<file path="src/rtl/psc_pkg.sv">
package psc_pkg;
    localparam int REG_W     = 32;
    // status bit positions
    localparam int ST_ERL    = 2;
    localparam int ST_PRV_LO = 3;
    localparam int ST_PRV_HI = 4;
    localparam int ST_EXT_U  = 5;
    localparam int ST_EXT_S  = 6;
    localparam int ST_EXT_K  = 7;
    localparam int ST_NMI_F  = 19;
    localparam int ST_SOFT_R = 20;
    // cause bit positions
    localparam int CA_SWI_LO = 8;
    localparam int CA_SWI_N  = 2;
    localparam int CA_WPEND  = 22;
    localparam int CA_IVEC   = 23;
    localparam int CA_DCNT   = 27;
    localparam int CA_TPEND  = 30;
    localparam logic [REG_W-1:0] CA_BASE_MASK = 32'h00C00300;
endpackage

</file>
<file path="src/rtl/psc_status_unit.sv">
module psc_status_unit
    import psc_pkg::*;
#(
    parameter int DW = REG_W
) (
    input  logic          clk,
    input  logic          rst_n,
    input  logic          we,
    input  logic [DW-1:0] wdata,
    input  logic [DW-1:0] wmask,
    input  logic          rev6,
    input  logic          seg64,
    output logic [DW-1:0] status_q,
    output logic          flush_o
);
    localparam logic [DW-1:0] RST_VAL = DW'(1) << ST_ERL;

    logic [DW-1:0] val_eff;
    logic [DW-1:0] msk_eff;
    logic [DW-1:0] nxt;
    logic          ext_drop;

    always_comb begin
        val_eff = wdata;
        if (rev6 && seg64) begin
            val_eff[ST_EXT_K] = wdata[ST_EXT_K];
            val_eff[ST_EXT_S] = wdata[ST_EXT_S] & val_eff[ST_EXT_K];
            val_eff[ST_EXT_U] = wdata[ST_EXT_U] & val_eff[ST_EXT_S];
        end
        msk_eff = wmask;
        if (rev6) begin
            if ((wmask[ST_PRV_HI:ST_PRV_LO] == 2'b11) &&
                (val_eff[ST_PRV_HI:ST_PRV_LO] == 2'b11))
                msk_eff[ST_PRV_HI:ST_PRV_LO] = 2'b00;
            msk_eff[ST_SOFT_R] = wmask[ST_SOFT_R] & ~val_eff[ST_SOFT_R];
            msk_eff[ST_NMI_F]  = wmask[ST_NMI_F]  & ~val_eff[ST_NMI_F];
        end
        nxt      = (status_q & ~msk_eff) | (val_eff & msk_eff);
        ext_drop = |(status_q[ST_EXT_K:ST_EXT_U] & ~nxt[ST_EXT_K:ST_EXT_U]);
    end

    always_ff @(posedge clk) begin
        if (!rst_n) begin
            status_q <= RST_VAL;
            flush_o  <= 1'b0;
        end else begin
            flush_o <= we && ext_drop;
            if (we)
                status_q <= nxt;
        end
    end

    // bits outside the mask keep their value
    a_r1_unmasked_hold: assert property (@(posedge clk) disable iff (!rst_n)
        we |=> (((status_q ^ $past(status_q)) & ~$past(wmask)) == '0));
    a_r1_idle_stable: assert property (@(posedge clk) disable iff (!rst_n)
        !we |=> $stable(status_q));
    // clear-only bits
    a_r2_soft_no_set: assert property (@(posedge clk) disable iff (!rst_n)
        (we && rev6 && !status_q[ST_SOFT_R]) |=> !status_q[ST_SOFT_R]);
    a_r2_nmi_no_set: assert property (@(posedge clk) disable iff (!rst_n)
        (we && rev6 && !status_q[ST_NMI_F]) |=> !status_q[ST_NMI_F]);
    // reserved privilege encoding refused
    a_r3_prv_refused: assert property (@(posedge clk) disable iff (!rst_n)
        (we && rev6 && wmask[ST_PRV_HI:ST_PRV_LO] == 2'b11 &&
         wdata[ST_PRV_HI:ST_PRV_LO] == 2'b11)
        |=> $stable(status_q[ST_PRV_HI:ST_PRV_LO]));
    // kernel enable off forces supervisor enable off
    a_r4_hier: assert property (@(posedge clk) disable iff (!rst_n)
        (we && rev6 && seg64 && !wdata[ST_EXT_K] && wmask[ST_EXT_S])
        |=> !status_q[ST_EXT_S]);
    // any enable falling produces the flush pulse
    a_r5_flush_on_drop: assert property (@(posedge clk) disable iff (!rst_n)
        (|($past(status_q[ST_EXT_K:ST_EXT_U]) & ~status_q[ST_EXT_K:ST_EXT_U]))
        |-> flush_o);
endmodule

</file>
<file path="src/rtl/psc_cause_unit.sv">
module psc_cause_unit
    import psc_pkg::*;
#(
    parameter int DW = REG_W
) (
    input  logic                clk,
    input  logic                rst_n,
    input  logic                we,
    input  logic [DW-1:0]       wdata,
    input  logic                rev2,
    input  logic                rev6,
    input  logic                ti_set,
    input  logic                ti_clr,
    output logic [DW-1:0]       cause_q,
    output logic                stop_o,
    output logic                start_o,
    output logic [CA_SWI_N-1:0] swi_o
);
    localparam logic [DW-1:0] LEGAL_BITS =
        DW'(CA_BASE_MASK) | (DW'(1) << CA_DCNT) | (DW'(1) << CA_TPEND);

    logic [DW-1:0] msk_eff;
    logic [DW-1:0] nxt;

    always_comb begin
        msk_eff = DW'(CA_BASE_MASK);
        if (rev2)
            msk_eff[CA_DCNT] = 1'b1;
        if (rev6)
            msk_eff[CA_WPEND] = ~wdata[CA_WPEND];
        nxt = we ? ((cause_q & ~msk_eff) | (wdata & msk_eff)) : cause_q;
        if (rev2) begin
            if (ti_clr)
                nxt[CA_TPEND] = 1'b0;
            else if (ti_set)
                nxt[CA_TPEND] = 1'b1;
        end
    end

    always_ff @(posedge clk) begin
        if (!rst_n) begin
            cause_q <= '0;
            stop_o  <= 1'b0;
            start_o <= 1'b0;
        end else begin
            cause_q <= nxt;
            stop_o  <= we && !cause_q[CA_DCNT] && nxt[CA_DCNT];
            start_o <= we && cause_q[CA_DCNT] && !nxt[CA_DCNT];
        end
    end

    for (genvar i = 0; i < CA_SWI_N; i++) begin : g_swi
        assign swi_o[i] = cause_q[CA_SWI_LO + i];
    end

    // bits outside the writable set stay zero
    a_r6_reserved_zero: assert property (@(posedge clk) disable iff (!rst_n)
        (cause_q & ~LEGAL_BITS) == '0);
    a_r6_dc_needs_rev2: assert property (@(posedge clk) disable iff (!rst_n)
        !rev2 |=> $stable(cause_q[CA_DCNT]));
    // write-one to the pending-watch bit ignored
    a_r7_wp_no_set: assert property (@(posedge clk) disable iff (!rst_n)
        (rev6 && !cause_q[CA_WPEND]) |=> !cause_q[CA_WPEND]);
    // counter requests track the disable-count edges
    a_r8_stop_edge: assert property (@(posedge clk) disable iff (!rst_n)
        stop_o |-> (cause_q[CA_DCNT] && !$past(cause_q[CA_DCNT])));
    a_r8_start_edge: assert property (@(posedge clk) disable iff (!rst_n)
        start_o |-> (!cause_q[CA_DCNT] && $past(cause_q[CA_DCNT])));
    a_r8_exclusive: assert property (@(posedge clk) disable iff (!rst_n)
        !(stop_o && start_o));
    // timer inputs inert without revision-2
    a_r10_ti_inert: assert property (@(posedge clk) disable iff (!rst_n)
        !rev2 |=> $stable(cause_q[CA_TPEND]));
endmodule

</file>
<file path="src/rtl/psc_regs.sv">
module psc_regs
    import psc_pkg::*;
(
    input  logic        clk,
    input  logic        rst_n,
    input  logic        cfg_rev2,
    input  logic        cfg_rev6,
    input  logic        cfg_seg64,
    input  logic        st_we,
    input  logic [31:0] st_wdata,
    input  logic [31:0] st_mask,
    input  logic        ca_we,
    input  logic [31:0] ca_wdata,
    input  logic        ti_set,
    input  logic        ti_clr,
    output logic [31:0] status_q,
    output logic [31:0] cause_q,
    output logic        xlat_flush,
    output logic        cnt_stop,
    output logic        cnt_start,
    output logic [1:0]  swi
);
    psc_status_unit #(.DW(REG_W)) u_status (
        .clk      (clk),
        .rst_n    (rst_n),
        .we       (st_we),
        .wdata    (st_wdata),
        .wmask    (st_mask),
        .rev6     (cfg_rev6),
        .seg64    (cfg_seg64),
        .status_q (status_q),
        .flush_o  (xlat_flush)
    );

    psc_cause_unit #(.DW(REG_W)) u_cause (
        .clk     (clk),
        .rst_n   (rst_n),
        .we      (ca_we),
        .wdata   (ca_wdata),
        .rev2    (cfg_rev2),
        .rev6    (cfg_rev6),
        .ti_set  (ti_set),
        .ti_clr  (ti_clr),
        .cause_q (cause_q),
        .stop_o  (cnt_stop),
        .start_o (cnt_start),
        .swi_o   (swi)
    );

    // interrupt levels follow the cause bits one cycle after a write
    a_r9_swi_follow: assert property (@(posedge clk) disable iff (!rst_n)
        ca_we |=> (swi == $past(swi) || $changed(cause_q[9:8])));
endmodule

</file>
<file path="config.mk">
export PLATFORM = sky130hd
export DESIGN_NAME = psc_regs
export DESIGN_NICKNAME = d
export VERILOG_FILES = /design/src/rtl/psc_pkg.sv /design/src/rtl/psc_status_unit.sv /design/src/rtl/psc_cause_unit.sv /design/src/rtl/psc_regs.sv
export SDC_FILE = /design/constraint.sdc
export NUM_CORES = 1
export LEC_CHECK = 0
export ABC_AREA = 0
export BUFFER_PORTS_ARGS = -buffer_cell sky130_fd_sc_hd__clkbuf_2
export CAP_MARGIN = 15
export CORE_ASPECT_RATIO = 0.7
export CORE_MARGIN = 8
export CORE_UTILIZATION = 40
export DETAILED_ROUTE_END_ITERATION = 12
export GPL_TIMING_DRIVEN = 0
export PLACE_DENSITY = 0.86
export SLEW_MARGIN = 15
export SYNTH_ARGS = -nofsm -noshare
export SYNTH_HDL_FRONTEND = slang
export SYNTH_SLANG_ARGS = --single-unit
</file>
<file path="constraint.sdc">
create_clock -name clk -period 3.5 [get_ports clk]
set_clock_uncertainty 0.15 [all_clocks]
set_input_delay 0.525 -clock clk [delete_from_list [all_inputs] [get_ports clk]]
set_output_delay 0.525 -clock clk [all_outputs]
set_load 0.02 [all_outputs]
</file>
==> results of run 1 <==
## layer usage
metal / wire length, um / track usage, % / up-vias
met1: 2280 / 16.4 / 917
met5: 0 / 0 / -
met3: 663 / 8.80 / 2
li1: - / - / 1055
met2: 3000 / 29.4 / 85
met4: 19 / 3.09 / 0
## cell usage in the layout, fill, tap and decap left out, drive strengths merged
cell    instances
conb           26
a311o           1
clkinv          2
a41oi           1
nand4           4
nor2b           1
o221a           2
inv             4
nor3            2
nor2            7
a21boi          1
nand3          30
clkbuf        128
a21o            1
o21ai           1
a211oi          1
a21oi          31
o211ai          1
buf            35
nand2          62
or4             1
nor3b           2
mux2i           3
nand3b          1
a31oi           1
a31o            1
dfxtp          41
## cells by family after synthesis
| logic type | after synthesis | synth area share, % |
|---|---|---|
| AND/OR/NAND/NOR | 110 | 25.8 |
| flip-flops | 41 | 43.8 |
| other | 1 | 0.200 |
| buffers and inverters | 45 | 15.2 |
| AO/OA/AOI/OAI | 42 | 13.4 |
| multiplexers | 3 | 1.60 |
## path summary, 6_finish.rpt
kind / startpoint / to / slack, ps
setup / recovery: u_cause.cause_q[9] / swi[1] / 1910
hold / removal: ti_clr / u_cause.cause_q[30] / 270
setup reg to reg: u_status.status_q[7] / u_status.flush_o / 2390
hold reg to reg: register / register / 310
## power by group through the flow
stage               Clock, mW  Sequential, mW  Combinational (mW)
detailed placement          0           0.510               0.223
CTS                     0.313           0.499               0.224
floorplan                   0           0.536               0.109
global placement            0           0.509               0.219
finish                  0.297           0.499               0.224
global route            0.334           0.502               0.245
## metrics by stage
step	hold slack (ps)	power [mW]	utilization, %	setup WS [ps]	std cells
4_1_cts	260	1.04	58.1	1900	448
2_1_floorplan	383	0.645	-	2010	267
3_5_place_dp	297	0.733	56.4	1810	440
3_3_place_gp	291	0.728	56.4	1830	440
6_report	275	1.02	58.1	1910	448
5_1_grt	253	1.08	58.1	1850	448
## worst max-delay path: cells and delay by family, from the launching register on
kind	cells	cell delay (ps)
flops	1	360
buf+inv	2	260
## area by class of cell
cell class	instances	area, sq um	area share, %
Clock buffer	6	72.6	2.68
Buffer	41	270	10.0
Inverter	4	15.0	0.555
Multi-Input combinational cell	181	863	31.9
Tap cell	57	71.3	2.64
Clock inverter	2	10.0	0.370
Sequential cell	41	821	30.4
Timing Repair Buffer	116	581	21.5
==> out/metrics.csv, run 1 <==
stage;metric;value;unit
die;Core Area;4650;sq um
routing;drt pass-1 iters;4;
routing;via count;2059;
worst_setup_path;reg2reg path depth;3;
power_and_ir_drop;Net Switching;0.302;mW
timing;Hold Fails Final Rpt;0;
global_route;first-pass GRT wire length;9.49;mm
worst_setup_path;Worst EP arrival;920;ps
yosys;most common cell in the netlist;nand2_1;
worst_setup_path;WP data required;2820;ps
die;die height;73.3;um
yosys;Seq/Total Area, Yosys;43.8;%
routing;Starting DRT DRC Count;41;
global_route;All-Layer GR Usage;16.3;%
cts;clock latency on the worst-skew pair;290;ps
yosys;synthesized area;1880;sq um
die;# IOs;174;
power_and_ir_drop;Seq pwr share;48.9;%
timing;Final setup viols;0;
cts;CTS Sinks;41;
cts;Clock Tree Buf Depth;2;
yosys;EDFF count, synth;0;
cts;hold_buf cts;0;
worst_setup_path;slowest stage delay, CP;360;ps
cells_and_area;area grow syn2layout;44.2;%
power_and_ir_drop;P per Cell Area;377;nW/um^2
routing;wire per inst;13.3;um
die;die footprint;7170;sq um
timing;RSZ-0062 raised after global routing;no;
routing;vias per cell;4.60;
cells_and_area;nets;495;
yosys;post-synth cell types;28;
outcome;status;finished clean;
cts;post-cts sizing count;0;
timing;Max Freq;629;MHz
cts;TritonCTS clock tree;built;
min_path;Hold Path Stages;2;
cells_and_area;Filler Cells Inserted;438;
yosys;commonest register cell after synthesis;dfxtp_1;
place;global placement routability congestion;0.729;
yosys;post-synth top area cell;dfxtp_1;
worst_setup_path;Worst setup SP type;register;
yosys;Synth top area share;43.8;%
die;initial cell density of the core;40.3;%
power_and_ir_drop;combinational share of power;22.0;%
cts;Root Buffer;clkbuf_8;
routing;DRC Markers;0;
timing;fin crit share;45.5;%
worst_setup_path;Crit. End Element;output pin;
worst_setup_path;slowest cell on the critical path;dfxtp_1;
place;port bufs;116;
global_route;initial antenna violation count;0;
timing;fin. max-slew vios;0;
cells_and_area;final instance area;2700;sq um
cts;CTS Buf Count;5;
worst_setup_path;worst path cell trace;buf_4, clkbuf_2;
power_and_ir_drop;VDD IR max;0.241;mV
cts;H-tree Lvls;2;
global_route;vias in the first global route;2052;
timing;minimum clock period;1590;ps
min_path;worst hold path type;input port to register;
place;post-place instance area;2620;sq um
timing;Worst Tran Pin Value;547;ps
yosys;YS warnings;0;
cts;Clock transition at path regs;80;ps
routing;final WL;5.96;mm
yosys;Avg Cell Area, Syn;7.75;sq um
die;num rows;21;
worst_setup_path;CP max FO;3;
place;detailed placement HPWL;5.00;mm
yosys;synth cell count leaders;nand2_1 (62), dfxtp_1 (41), a21oi_1 (31), nand3_1 (30), buf_4 (29);
cells_and_area;share of cells above drive strength 1;42.2;%
global_route;largest net degree at the start of global routing;13;
timing;Sum Neg Setup Slack;0;ps
cts;setup bufs post-CTS;0;
power_and_ir_drop;P_leak;1.41;nW
power_and_ir_drop;Sw Share;29.6;%
yosys;top cells by area, synth;dfxtp_1 (44%), nand2_1 (12%), buf_4 (12%);
yosys;flops & latches, synth;41;
die;Die W;97.8;um
job;maximum capacitance violations;0;
yosys;Synth async-reset ratio;0;%
worst_setup_path;Crit Path Class;register to output pin;
power_and_ir_drop;power share of the clock group;29.1;%
yosys;Post-Synthesis Cells;242;
timing;slew margin rel.;63.5;%
global_route;total gr overflow;0;
routing;ANT nets after route;0;
cells_and_area;# diodes;0;
power_and_ir_drop;Int Power;0.718;mW
Power figures use the tool's default switching activity.
==> run 2, diff against run 1 <==
--- a/config.mk
+++ b/config.mk
@@ -10,10 +10,10 @@
 export CAP_MARGIN = 15
 export CORE_ASPECT_RATIO = 0.7
 export CORE_MARGIN = 8
-export CORE_UTILIZATION = 40
+export CORE_UTILIZATION = 33
 export DETAILED_ROUTE_END_ITERATION = 12
 export GPL_TIMING_DRIVEN = 0
-export PLACE_DENSITY = 0.86
+export PLACE_DENSITY = 0.76
 export SLEW_MARGIN = 15
 export SYNTH_ARGS = -nofsm -noshare
 export SYNTH_HDL_FRONTEND = slang
==> constraint.sdc (replaced) <==
create_clock -name clk -period 1.3 [get_ports clk]
set_clock_uncertainty 0.15 [all_clocks]
set_input_delay 0.195 -clock clk [delete_from_list [all_inputs] [get_ports clk]]
set_output_delay 0.195 -clock clk [all_outputs]
set_load 0.02 [all_outputs]
==> run 2 against run 1 <==
Net effect:
- hold slack lost 270 ps
- largest power group unchanged
- critical endpoint unchanged
- sequential power grew to 2.7 times the previous value
- worst setup slack lost 1900 ps
- flip-flop and latch count is the same
- via count grew 5.3%
==> out/metrics.csv, run 2 (same netlist as run 1, synthesis figures left out) <==
stage;metric;value;unit;change
outcome;status;finished clean;;unchanged
power_and_ir_drop;Int Power;1.98;mW;was 0.718 mW
cells_and_area;nets;519;;was 495
cts;clock latency on the worst-skew pair;290;ps;about the same
min_path;worst hold path type;input port to register;;unchanged
cts;Root Buffer;clkbuf_8;;unchanged
cells_and_area;most frequent cells in the layout;clkbuf_2 (116), nand2_1 (62), dfxtp_1 (40);;was clkbuf_2 (116), nand2_1 (62), dfxtp_1 (41)
place;port bufs;116;;unchanged
place;DP Worst Slack;-133;ps;was 1810 ps
worst_setup_path;origin of the critical flop-to-flop path;u_status.status_q[7];;unchanged
timing;RSZ-0062 raised after global routing;no;;unchanged
global_route;largest net degree at the start of global routing;13;;unchanged
cts;Clock transition at path regs;80;ps;about the same
power_and_ir_drop;Sw Share;29.7;%;was 29.6%
worst_setup_path;Worst setup SP type;register;;unchanged
timing;slew margin rel.;60.7;%;was 63.5%
power_and_ir_drop;P_leak;1.51;nW;was 1.41 nW
global_route;vias in the first global route;2138;;was 2052
cts;TritonCTS clock tree;built;;unchanged
routing;via count;2168;;was 2059
min_path;Hold Path Stages;3;;was 2
cells_and_area;Filler Cells Inserted;549;;was 438
global_route;total gr overflow;0;;unchanged
timing;Max Freq;799;MHz;
power_and_ir_drop;VDD IR max;0.426;mV;was 0.241 mV
routing;ANT nets after route;0;;unchanged
worst_setup_path;Critical Path Start;u_cause.cause_q[9];;unchanged
cts;setup bufs post-CTS;0;;unchanged
power_and_ir_drop;combinational share of power;23.6;%;was 22.0%
timing;fin crit share;96.3;%;
job;maximum capacitance violations;0;;unchanged
power_and_ir_drop;Seq pwr share;47.7;%;was 48.9%
routing;DRC Markers;0;;unchanged
routing;wire per inst;13.6;um;was 13.3 um
die;die footprint;8390;sq um;was 7170 sq um
worst_setup_path;WP data required;950;ps;was 2820 ps
timing;minimum clock period;1250;ps;
power_and_ir_drop;Net Switching;0.838;mW;was 0.302 mW
worst_setup_path;Crit Path Class;register to output pin;;unchanged
worst_setup_path;Crit. End Element;output pin;;unchanged
routing;vias per cell;4.42;;was 4.60
cts;H-tree Lvls;2;;unchanged
worst_setup_path;WP buf/inv;2;;unchanged
cells_and_area;area grow syn2layout;58.2;%;was 44.2%
worst_setup_path;reg2reg path depth;3;;unchanged
die;# IOs;174;;unchanged
timing;hold slack;6.77;ps;was 275 ps
worst_setup_path;Critical Path Stages;2;;unchanged
worst_setup_path;worst path cell trace;buf_4, clkbuf_2;;unchanged
power_and_ir_drop;P per Cell Area;950;nW/um^2;was 377 nW/um^2
min_path;Worst Hold Launch;st_wdata[17];;was ti_clr
die;Core Area;5610;sq um;was 4650 sq um
routing;drt pass-1 iters;4;;unchanged
die;initial cell density of the core;33.4;%;was 40.3%
worst_setup_path;slowest cell on the critical path;dfxtp_1;;unchanged
timing;Worst Tran Pin Value;590;ps;was 547 ps
global_route;first-pass GRT wire length;10.3;mm;was 9.49 mm
die;num rows;23;;was 21
die;die height;79.1;um;was 73.3 um
global_route;All-Layer GR Usage;14.9;%;was 16.3%
die;Die W;106;um;was 97.8 um
cells_and_area;# diodes;0;;unchanged
routing;Starting DRT DRC Count;62;;was 41
global_route;initial antenna violation count;0;;unchanged
timing;Sum Neg Setup Slack;0;ps;unchanged
cells_and_area;share of cells above drive strength 1;40.0;%;was 42.2%
timing;Setup WS post-layout;48.1;ps;was 1910 ps
worst_setup_path;slowest stage delay, CP;360;ps;about the same
cells_and_area;final std cells w/o fill;490;;was 448
worst_setup_path;CP max FO;3;;unchanged
worst_setup_path;crit-path leading delay family;flip-flops;;unchanged
power_and_ir_drop;Power Total;2.82;mW;was 1.02 mW
place;detailed placement HPWL;5.15;mm;was 5.00 mm
cts;Clock Tree Buf Depth;2;;unchanged
cts;CTS Sinks;41;;unchanged
timing;Final setup viols;0;;unchanged
place;number of cells after detailed placement;458;;was 440
timing;fin. max-slew vios;0;;unchanged
cells_and_area;commonest non-fill, non-tap cell in the layout;clkbuf_2;;unchanged
cts;CTS Buf Count;5;;unchanged
power_and_ir_drop;power share of the clock group;28.7;%;was 29.1%
routing;final WL;6.65;mm;was 5.96 mm
place;global placement routability congestion;0.699;;was 0.729
timing;Hold Fails Final Rpt;0;;unchanged
worst_setup_path;Worst EP arrival;910;ps;was 920 ps
[run 2: cell count changes in the layout (fill, tap and decap cells not counted)]
cell           change
dfxtp_2            +1
dfxtp_1            -1
dlygate4sd3_1     +24
[run 2: repair_timing]
action	4_1_cts	5_1_grt
endpoints found under the hold margin	21	0
hold buffers	24	0
gates resized for setup	0	1
setup endpoints to repair	0	1
[run 2: worst paths after layout]
kind | to | slack [ps]
setup / recovery | swi[1] | 50
hold / removal | register | 7
setup reg to reg | u_status.flush_o | 170
hold reg to reg | register | 300
[run 2: layout make-up]
cell class	instances	area [sq um]	share of cell area, %
timing repair buffer	140	821	27.7
clock buffer	6	72.6	2.45
clock inverter	2	10.0	0.337
tap	75	93.8	3.16
sequential	41	822	27.7
inverter	4	15.0	0.506
multi-input combinational	181	863	29.1
buffer	41	270	9.11
[run 2: worst reg2reg max path, cell delays in order, from the launching register on]
cell and delay (ps):
dfxtp_1 360, nand2_1 60, or4_4 410, o211ai_2 80
[run 2: per-layer routing]
metal	share of wire [%]	global-route usage [%]	wire (um)
met5	0	0	0
met4	0.71	3.50	47
met3	9.3	6.55	619
met2	50	26.2	3300
met1	40	16.2	2680
[run 2: stage by stage]
step	util [%]	area (sq um)
5_1_grt	52.9	2970
4_1_cts	52.9	2970
3_5_place_dp	47.1	2640
3_3_place_gp	47.1	2640
2_1_floorplan	-	1970
6_report	52.9	2970
[run 2: power groups by stage]
stage               logic [mW]  clock network, mW  registers (mW)
floorplan                0.292                  0            1.44
global placement         0.593                  0            1.37
detailed placement       0.607                  0            1.37
CTS                      0.664              0.848            1.34
global route             0.725              0.884            1.35
finish                   0.666              0.808            1.34
